**src/rtl/dts_pkg.sv**
```systemverilog
package dts_pkg;

    typedef enum logic [3:0] {
        ST_OFF,
        ST_IDLE,
        ST_LS_FALL,
        ST_HS_ON,
        ST_WAIT_PH,
        ST_LS_REF,
        ST_LS_ON,
        ST_FAULT,
        ST_TRI
    } seq_state_e;

    typedef enum logic [1:0] {
        MODE_IDLE  = 2'd0,
        MODE_RUN   = 2'd1,
        MODE_TRI   = 2'd2,
        MODE_FAULT = 2'd3
    } seq_mode_e;

    typedef struct packed {
        seq_state_e st;
        seq_mode_e  mode;
        logic       hs;
        logic       ls;
        logic       pwm_prev;
    } seq_regs_t;

endpackage

```
**src/rtl/dts_sync.sv**
```systemverilog
module dts_sync #(
    parameter int WIDTH  = 1,
    parameter int STAGES = 2
) (
    input  logic             clk,
    input  logic             rst_n,
    input  logic [WIDTH-1:0] async_i,
    output logic [WIDTH-1:0] sync_o
);

    logic [WIDTH-1:0] stg_q [STAGES];

    always_ff @(posedge clk or negedge rst_n) begin
        if (!rst_n) stg_q[0] <= '0;
        else        stg_q[0] <= async_i;
    end

    for (genvar i = 1; i < STAGES; i++) begin : g_stage
        always_ff @(posedge clk or negedge rst_n) begin
            if (!rst_n) stg_q[i] <= '0;
            else        stg_q[i] <= stg_q[i-1];
        end
    end

    assign sync_o = stg_q[STAGES-1];

endmodule

```
**src/rtl/dts_timer.sv**
```systemverilog
module dts_timer #(
    parameter int MAX = 8,
    localparam int W  = $clog2(MAX + 1)
) (
    input  logic         clk,
    input  logic         rst_n,
    input  logic         clr,
    input  logic         inc,
    output logic [W-1:0] cnt
);

    localparam logic [W-1:0] TOP = W'(MAX);

    logic [W-1:0] cnt_d, cnt_q;

    always_comb begin
        cnt_d = cnt_q;
        if (clr)                     cnt_d = '0;
        else if (inc && cnt_q != TOP) cnt_d = cnt_q + 1'b1;
    end

    always_ff @(posedge clk or negedge rst_n) begin
        if (!rst_n) cnt_q <= '0;
        else        cnt_q <= cnt_d;
    end

    assign cnt = cnt_q;

endmodule

```
**src/rtl/deadtime_sequencer.sv**
```systemverilog
module deadtime_sequencer #(
    parameter int CLK_MHZ     = 100,
    parameter int REFRESH_NS  = 250,
    parameter int FAULT_NS    = 2000,
    parameter int HOLDOFF_CYC = 16,
    parameter int SYNC_STAGES = 2
) (
    input  logic       clk,
    input  logic       rst_n,
    input  logic       pwm_in,
    input  logic       tri_win,
    input  logic       lg_low,
    input  logic       ph_low,
    input  logic       supply_ok,
    output logic       hs_en,
    output logic       ls_en,
    output logic [1:0] mode
);
    import dts_pkg::*;

    localparam int REF_CYC = CLK_MHZ * REFRESH_NS / 1000;
    localparam int FLT_CYC = CLK_MHZ * FAULT_NS / 1000;
    localparam int TW      = $clog2(FLT_CYC + 1);
    localparam int HW      = $clog2(HOLDOFF_CYC + 1);
    localparam logic [TW-1:0] REF_LIM  = TW'(REF_CYC - 1);
    localparam logic [TW-1:0] FLT_LIM  = TW'(FLT_CYC - 1);
    localparam logic [HW-1:0] HOLD_LIM = HW'(HOLDOFF_CYC - 1);

    // synchronized flags
    logic [4:0] raw_flags, s_flags;
    logic       s_pwm, s_lg, s_ph, s_tri, sup_s, lg_s;

    assign raw_flags = {supply_ok, tri_win, ph_low, lg_low, pwm_in};

    dts_sync #(.WIDTH(5), .STAGES(SYNC_STAGES)) u_sync (
        .clk    (clk),
        .rst_n  (rst_n),
        .async_i(raw_flags),
        .sync_o (s_flags)
    );

    assign s_pwm = s_flags[0];
    assign s_lg  = s_flags[1];
    assign s_ph  = s_flags[2];
    assign s_tri = s_flags[3];
    assign sup_s = s_flags[4];
    assign lg_s  = s_lg;

    seq_regs_t seq_d, seq_q;

    // phase window timer: restarts on each high-side turn-off
    logic [TW-1:0] ph_cnt;
    logic          ph_clr, ph_inc;

    assign ph_clr = (seq_d.st == ST_WAIT_PH) && (seq_q.st != ST_WAIT_PH);
    assign ph_inc = (seq_q.st == ST_WAIT_PH) || (seq_q.st == ST_LS_REF);

    dts_timer #(.MAX(FLT_CYC)) u_ph_tmr (
        .clk  (clk),
        .rst_n(rst_n),
        .clr  (ph_clr),
        .inc  (ph_inc),
        .cnt  (ph_cnt)
    );

    // tri-state holdoff timer: counts consecutive in-window cycles
    logic [HW-1:0] hold_cnt;

    dts_timer #(.MAX(HOLDOFF_CYC)) u_hold_tmr (
        .clk  (clk),
        .rst_n(rst_n),
        .clr  (~s_tri),
        .inc  (s_tri),
        .cnt  (hold_cnt)
    );

    logic rise, fall, tri_hit;

    always_comb begin
        seq_d          = seq_q;
        rise           = s_pwm & ~seq_q.pwm_prev;
        fall           = ~s_pwm & seq_q.pwm_prev;
        tri_hit        = s_tri && (hold_cnt >= HOLD_LIM);
        seq_d.pwm_prev = s_pwm;

        if (!sup_s) begin
            seq_d.st = ST_OFF;
        end else if (tri_hit) begin
            seq_d.st = ST_TRI;
        end else begin
            unique case (seq_q.st)
                ST_OFF:     seq_d.st = ST_IDLE;
                ST_IDLE: begin
                    if (rise)      seq_d.st = ST_LS_FALL;
                    else if (fall) seq_d.st = ST_WAIT_PH;
                end
                ST_LS_FALL: begin
                    if (fall)      seq_d.st = ST_WAIT_PH;
                    else if (s_lg) seq_d.st = ST_HS_ON;
                end
                ST_HS_ON: begin
                    if (fall)      seq_d.st = ST_WAIT_PH;
                end
                ST_WAIT_PH: begin
                    if (rise)                   seq_d.st = ST_LS_FALL;
                    else if (s_ph)              seq_d.st = ST_LS_ON;
                    else if (ph_cnt >= REF_LIM) seq_d.st = ST_LS_REF;
                end
                ST_LS_REF: begin
                    if (rise)                   seq_d.st = ST_LS_FALL;
                    else if (s_ph)              seq_d.st = ST_LS_ON;
                    else if (ph_cnt >= FLT_LIM) seq_d.st = ST_FAULT;
                end
                ST_LS_ON: begin
                    if (rise)      seq_d.st = ST_LS_FALL;
                end
                ST_FAULT: begin
                    if (rise)      seq_d.st = ST_LS_FALL;
                end
                ST_TRI:     seq_d.st = s_pwm ? ST_LS_FALL : ST_WAIT_PH;
                default:    seq_d.st = ST_OFF;
            endcase
        end

        seq_d.hs = (seq_d.st == ST_HS_ON);
        seq_d.ls = (seq_d.st == ST_LS_ON) || (seq_d.st == ST_LS_REF);

        unique case (seq_d.st)
            ST_OFF, ST_IDLE: seq_d.mode = MODE_IDLE;
            ST_TRI:          seq_d.mode = MODE_TRI;
            ST_FAULT:        seq_d.mode = MODE_FAULT;
            default:         seq_d.mode = MODE_RUN;
        endcase
    end

    always_ff @(posedge clk or negedge rst_n) begin
        if (!rst_n) begin
            seq_q.st       <= ST_OFF;
            seq_q.mode     <= MODE_IDLE;
            seq_q.hs       <= 1'b0;
            seq_q.ls       <= 1'b0;
            seq_q.pwm_prev <= 1'b0;
        end else begin
            seq_q <= seq_d;
        end
    end

    assign hs_en = seq_q.hs;
    assign ls_en = seq_q.ls;
    assign mode  = seq_q.mode;

endmodule

```
**config.mk**
```make
export PLATFORM = sky130hd
export DESIGN_NAME = deadtime_sequencer
export DESIGN_NICKNAME = d
export VERILOG_FILES = /design/src/rtl/dts_pkg.sv /design/src/rtl/dts_sync.sv /design/src/rtl/dts_timer.sv /design/src/rtl/deadtime_sequencer.sv
export SDC_FILE = /design/constraint.sdc
export NUM_CORES = 1
export LEC_CHECK = 0
export BUFFER_PORTS_ARGS = -buffer_cell sky130_fd_sc_hd__buf_2
export CAP_MARGIN = 10
export CORE_MARGIN = 2
export CORE_UTILIZATION = 58
export DETAILED_ROUTE_END_ITERATION = 7
export PLACE_DENSITY = 0.89
export SLEW_MARGIN = 40
export SYNTH_ARGS = -nofsm -noshare
export SYNTH_HDL_FRONTEND = slang
export SYNTH_SLANG_ARGS = --single-unit
```
**constraint.sdc**
```tcl
create_clock -name clk -period 2.45 [get_ports clk]
set_clock_uncertainty 0.05 [all_clocks]
set_input_delay 0.735 -clock clk [delete_from_list [all_inputs] [get_ports clk]]
set_output_delay 0.735 -clock clk [all_outputs]
set_load 0.05 [all_outputs]
```
==> flow_results.org <==
** Worst setup path
- Worst EP arrival :: 2.47 ns
- Crit path required time :: 2.60 ns
- The critical path runs through a total of 7 cells.
- Kind of cell adding the most delay to the critical path :: compound AO/OA/AOI/OAI gates
- The worst setup path is launched from a register.
- Together, buffers and inverters on the worst path number 1.
- Number of cells on the worst reg-to-reg path :: 7
- Slowest stage cell on the critical path :: a2111o_1
- Along the worst path, the maximum fanout reaches 7.
- Maximum cell stage delay along the critical path :: 0.47 ns
- Kind of critical path :: reg2reg
- STA classifies the critical path endpoint as a register.
- Walking the worst path, the cells encountered are ha_1 > a2111oi_4 > nor4_1 > a2111o_1 > nor4b_4 > buf_4 > nor2_1.

** Detailed routing
- Amount of wire on met2 after detailed routing :: 1230 µm
- Number of nets with antenna violations after routing :: 0
- The detailed router used layers up to and including met4.
- Routed WL :: 2680 µm
- After detailed routing, the wire length on met1 is 1240 µm.
- Routed wirelength normalized by instance count :: 14.4 µm
- Number of vias per cell :: 5.85
- Router iterations before antenna repair :: 4
- For this run, design rule violations remaining after detail routing come to 0.
- Initial DRC count :: 33
- Sum of met3 wire segment lengths after detailed routing :: 161 µm
- Overall via count from detail_route :: 1089

** STA
- Least-Margin Pin Slew :: 0.677 ns
- Total negative setup slack :: 0 ns
- Relative slew slack :: 54.8%
- The clock period could shrink to 2.32 ns.
- Ratio of final minimum period to clock period :: 94.5%
- Number of max-slew violations in the final report :: 0
- Final worst-path setup slack :: 0.134 ns
- The final-report hold violation count is 0.
- Derived from the worst setup path, the maximum achievable clock frequency is 432 MHz.
- Setup repair after global routing left no endpoint under its margin.
- Number of failing setup endpoints in the final timing report :: 0

** Clock network
- Total clock buffers created by CTS :: 5
- Depth of the CTS H-tree :: 2
- Longest Clk Path Bufs :: 2
- In this run the clock root is driven by a clkbuf_4.
- TritonCTS clock tree :: done
- Clock-pin slew was measured on the worst setup and hold paths at 0.10 ns.
- The tree built by TritonCTS fans out to 32 sinks.
- Clock latency reported for the late side of the worst-skew pair :: 0.32 ns

** Pwr
- Final Total Pwr :: 0.00113 W
- In this run the static leakage power is 0.792 nW.
- Pwr Density :: 678 nW/µm²
- Across the VDD grid, the largest voltage drop is 441 µV.

** Finish
- The multi-input combinational cells in the finished layout cover a total of 681 µm².
- Antenna diodes :: 0
- Sequential Area :: 801 µm²
- Cells with a size suffix above 1 make up 16.0% of the layout.
- In the final design database the tool counted 167 nets.
- Area Growth Syn to Fin :: 8.41%
- The filler cells instantiated in the layout total 171.

** Global route
- The number of antenna violations at the first check in global routing came to 0.
- The via count of the first global-routing pass was 1072.
- Maximum number of pins on one net before global-route repair :: 33
- Global-route wire length before repair :: 4400 µm
- Final global-route overflow total :: 0
- GRT Util Overall :: 18.4%

** Logic synthesis
- Synth async-reset ratio :: 100%
- Yosys attributes the largest share of cell area to dfrtp_1 (52%), ha_1 (4.1%), xnor2_1 (4.0%).
- Synthesis produced 141 cells.
- Primary FF master, synth :: dfrtp_1
- After synthesis the cells add up to 1530 µm².
- Yosys top cell area share :: 52.2%
- Syn Nets :: 153
- Number of enable flip-flop cells after synthesis :: 0
- Yosys mapped the design onto 43 distinct sky130hd cell types.
- Summed over all instances, the cell type with the most area after synthesis is dfrtp_1.
- After synthesis, the mean cell area works out to 10.9 µm².
- Syn. warnings :: 0
- Count of state elements after synthesis :: 32
- Fraction of the yosys area taken by sequential cells :: 52.2%

** Floorplanning
- DIE AREA :: 3070 µm²
- Die Span Y :: 55.4 µm
- For this design the top-level I/O count stands at 11.
- The core region is 2500 µm².
- Measured along the x axis, the die boundary spans 55.4 µm.
- Standard-cell row count :: 18
- Once the floorplan was initialized, standard cells occupied 61.3% of the core.

** Min path
- Along the worst hold path, the cell count comes to 0.
- Type of the tightest min-delay check :: reg2reg

** Flow run
- Across the run, the number of max-cap violations was 0.

** Placement
- Gp weighted congestion :: 0.810
- After legalization and detailed placement, the total HPWL measured 1890 µm.
- Setup Slack @ Placement :: 0.165 ns
- Input/output buffers :: 10

** Outcome
- Result of the run :: finished clean
-- layout by cell type, fill, tap and decap left out, types with 2 or more instances in the layout --
cell / netlist / final
and4_1: 2 / 2
and2_1: 2 / 2
buf_2: 2 / 10
clkbuf_4: 0 / 5
ha_1: 5 / 5
and3_1: 4 / 4
o21ai_0: 4 / 4
nor3b_1: 2 / 2
nor2_1: 15 / 15
nand2_1: 11 / 11
nand2b_1: 4 / 4
nor2b_1: 2 / 2
nor3_1: 2 / 2
xor2_1: 2 / 2
nand3_1: 5 / 5
a21boi_0: 3 / 3
nor4_1: 3 / 3
a21oi_1: 3 / 3
clkbuf_1: 0 / 2
inv_1: 7 / 7
dfrtp_1: 32 / 32
xnor2_1: 7 / 7
-- sequential cells by signal, summed over array words and instances (netlist names) --
signal,count
u_sync.stg_q,5
hs_en,1
seq_q,5
u_ph_tmr.cnt,8
u_hold_tmr.cnt,5
u_sync.sync_o,5
mode,2
ls_en,1
-- layout make-up --
cell class	instances	area share, %
tap	30	2.26
clock buffer	8	3.54
multi-input combinational	98	41.0
inverter	7	1.58
sequential	32	48.2
timing repair buffer	11	3.46
-- final timing paths --
kind	start	to	slack, ns
max in group asynchronous	rst_n	u_ph_tmr.cnt[7]	1.51
max	u_ph_tmr.cnt[0]	u_ph_tmr.cnt[3]	0.13
min	u_sync.stg_q[6]	u_sync.sync_o[1]	0.30
max reg2reg	u_ph_tmr.cnt[0]	u_ph_tmr.cnt[3]	0.13
min in group asynchronous	rst_n	hs_en	0.39
min reg2reg	u_sync.stg_q[6]	u_sync.sync_o[1]	0.30
-- cell usage after synthesis (2+ instances only) --
cell type	n
dfrtp_1	32
nor2_1	15
nand2_1	11
inv_1	7
xnor2_1	7
ha_1	5
nand3_1	5
and3_1	4
nand2b_1	4
o21ai_0	4
a21boi_0	3
a21oi_1	3
nor4_1	3
and2_1	2
and4_1	2
buf_2	2
buf_4	2
nor2b_1	2
nor3_1	2
nor3b_1	2
xor2_1	2
-- per-stage QoR --
step / hold WS, ns / cells / instance area (µm²) / util, %
after floorplan: 0.281 / 141 / 1530 / -
after global placement: 0.284 / 177 / 1600 / 63.8
after detailed placement: 0.285 / 177 / 1600 / 63.8
after CTS: 0.307 / 185 / 1650 / 66.2
after global routing: 0.317 / 186 / 1660 / 66.5
final: 0.304 / 186 / 1660 / 66.5
-- power by group --
group          leakage [nW]  internal [W]  switching [W]
sequential            0.411      0.000574      0.0000544
combinational         0.349     0.0000814       0.000115
clock                0.0326      0.000141       0.000160
total                 0.792      0.000797       0.000329
-- what timing repair did --
| item | CTS | global route |
|---|---|---|
| hold buffers | 0 | 0 |
| hold endpoints to repair | 0 | 0 |
| resized for setup | 0 | 0 |
| endpoints found under the setup margin | 0 | 2 |
| buffers inserted | 0 | 1 |
-- cell families after synthesis --
logic type	count (synthesis)	share of synthesized area [%]
XOR/XNOR	9	5.14
adder cells (fa/ha/maj)	5	4.08
flip-flops	32	52.2
AND/OR/NAND/NOR	63	24.0
buffers and inverters	11	3.35
multiplexers	1	0.653
AO/OA/AOI/OAI	20	10.5
-- metal layers --
metal,vias up,global-route usage (%)
met2,30,27.6
met4,0,11.1
met3,8,5.85
met5,-,0
met1,530,23.2
li1,521,-
Power figures use the tool's default switching activity.
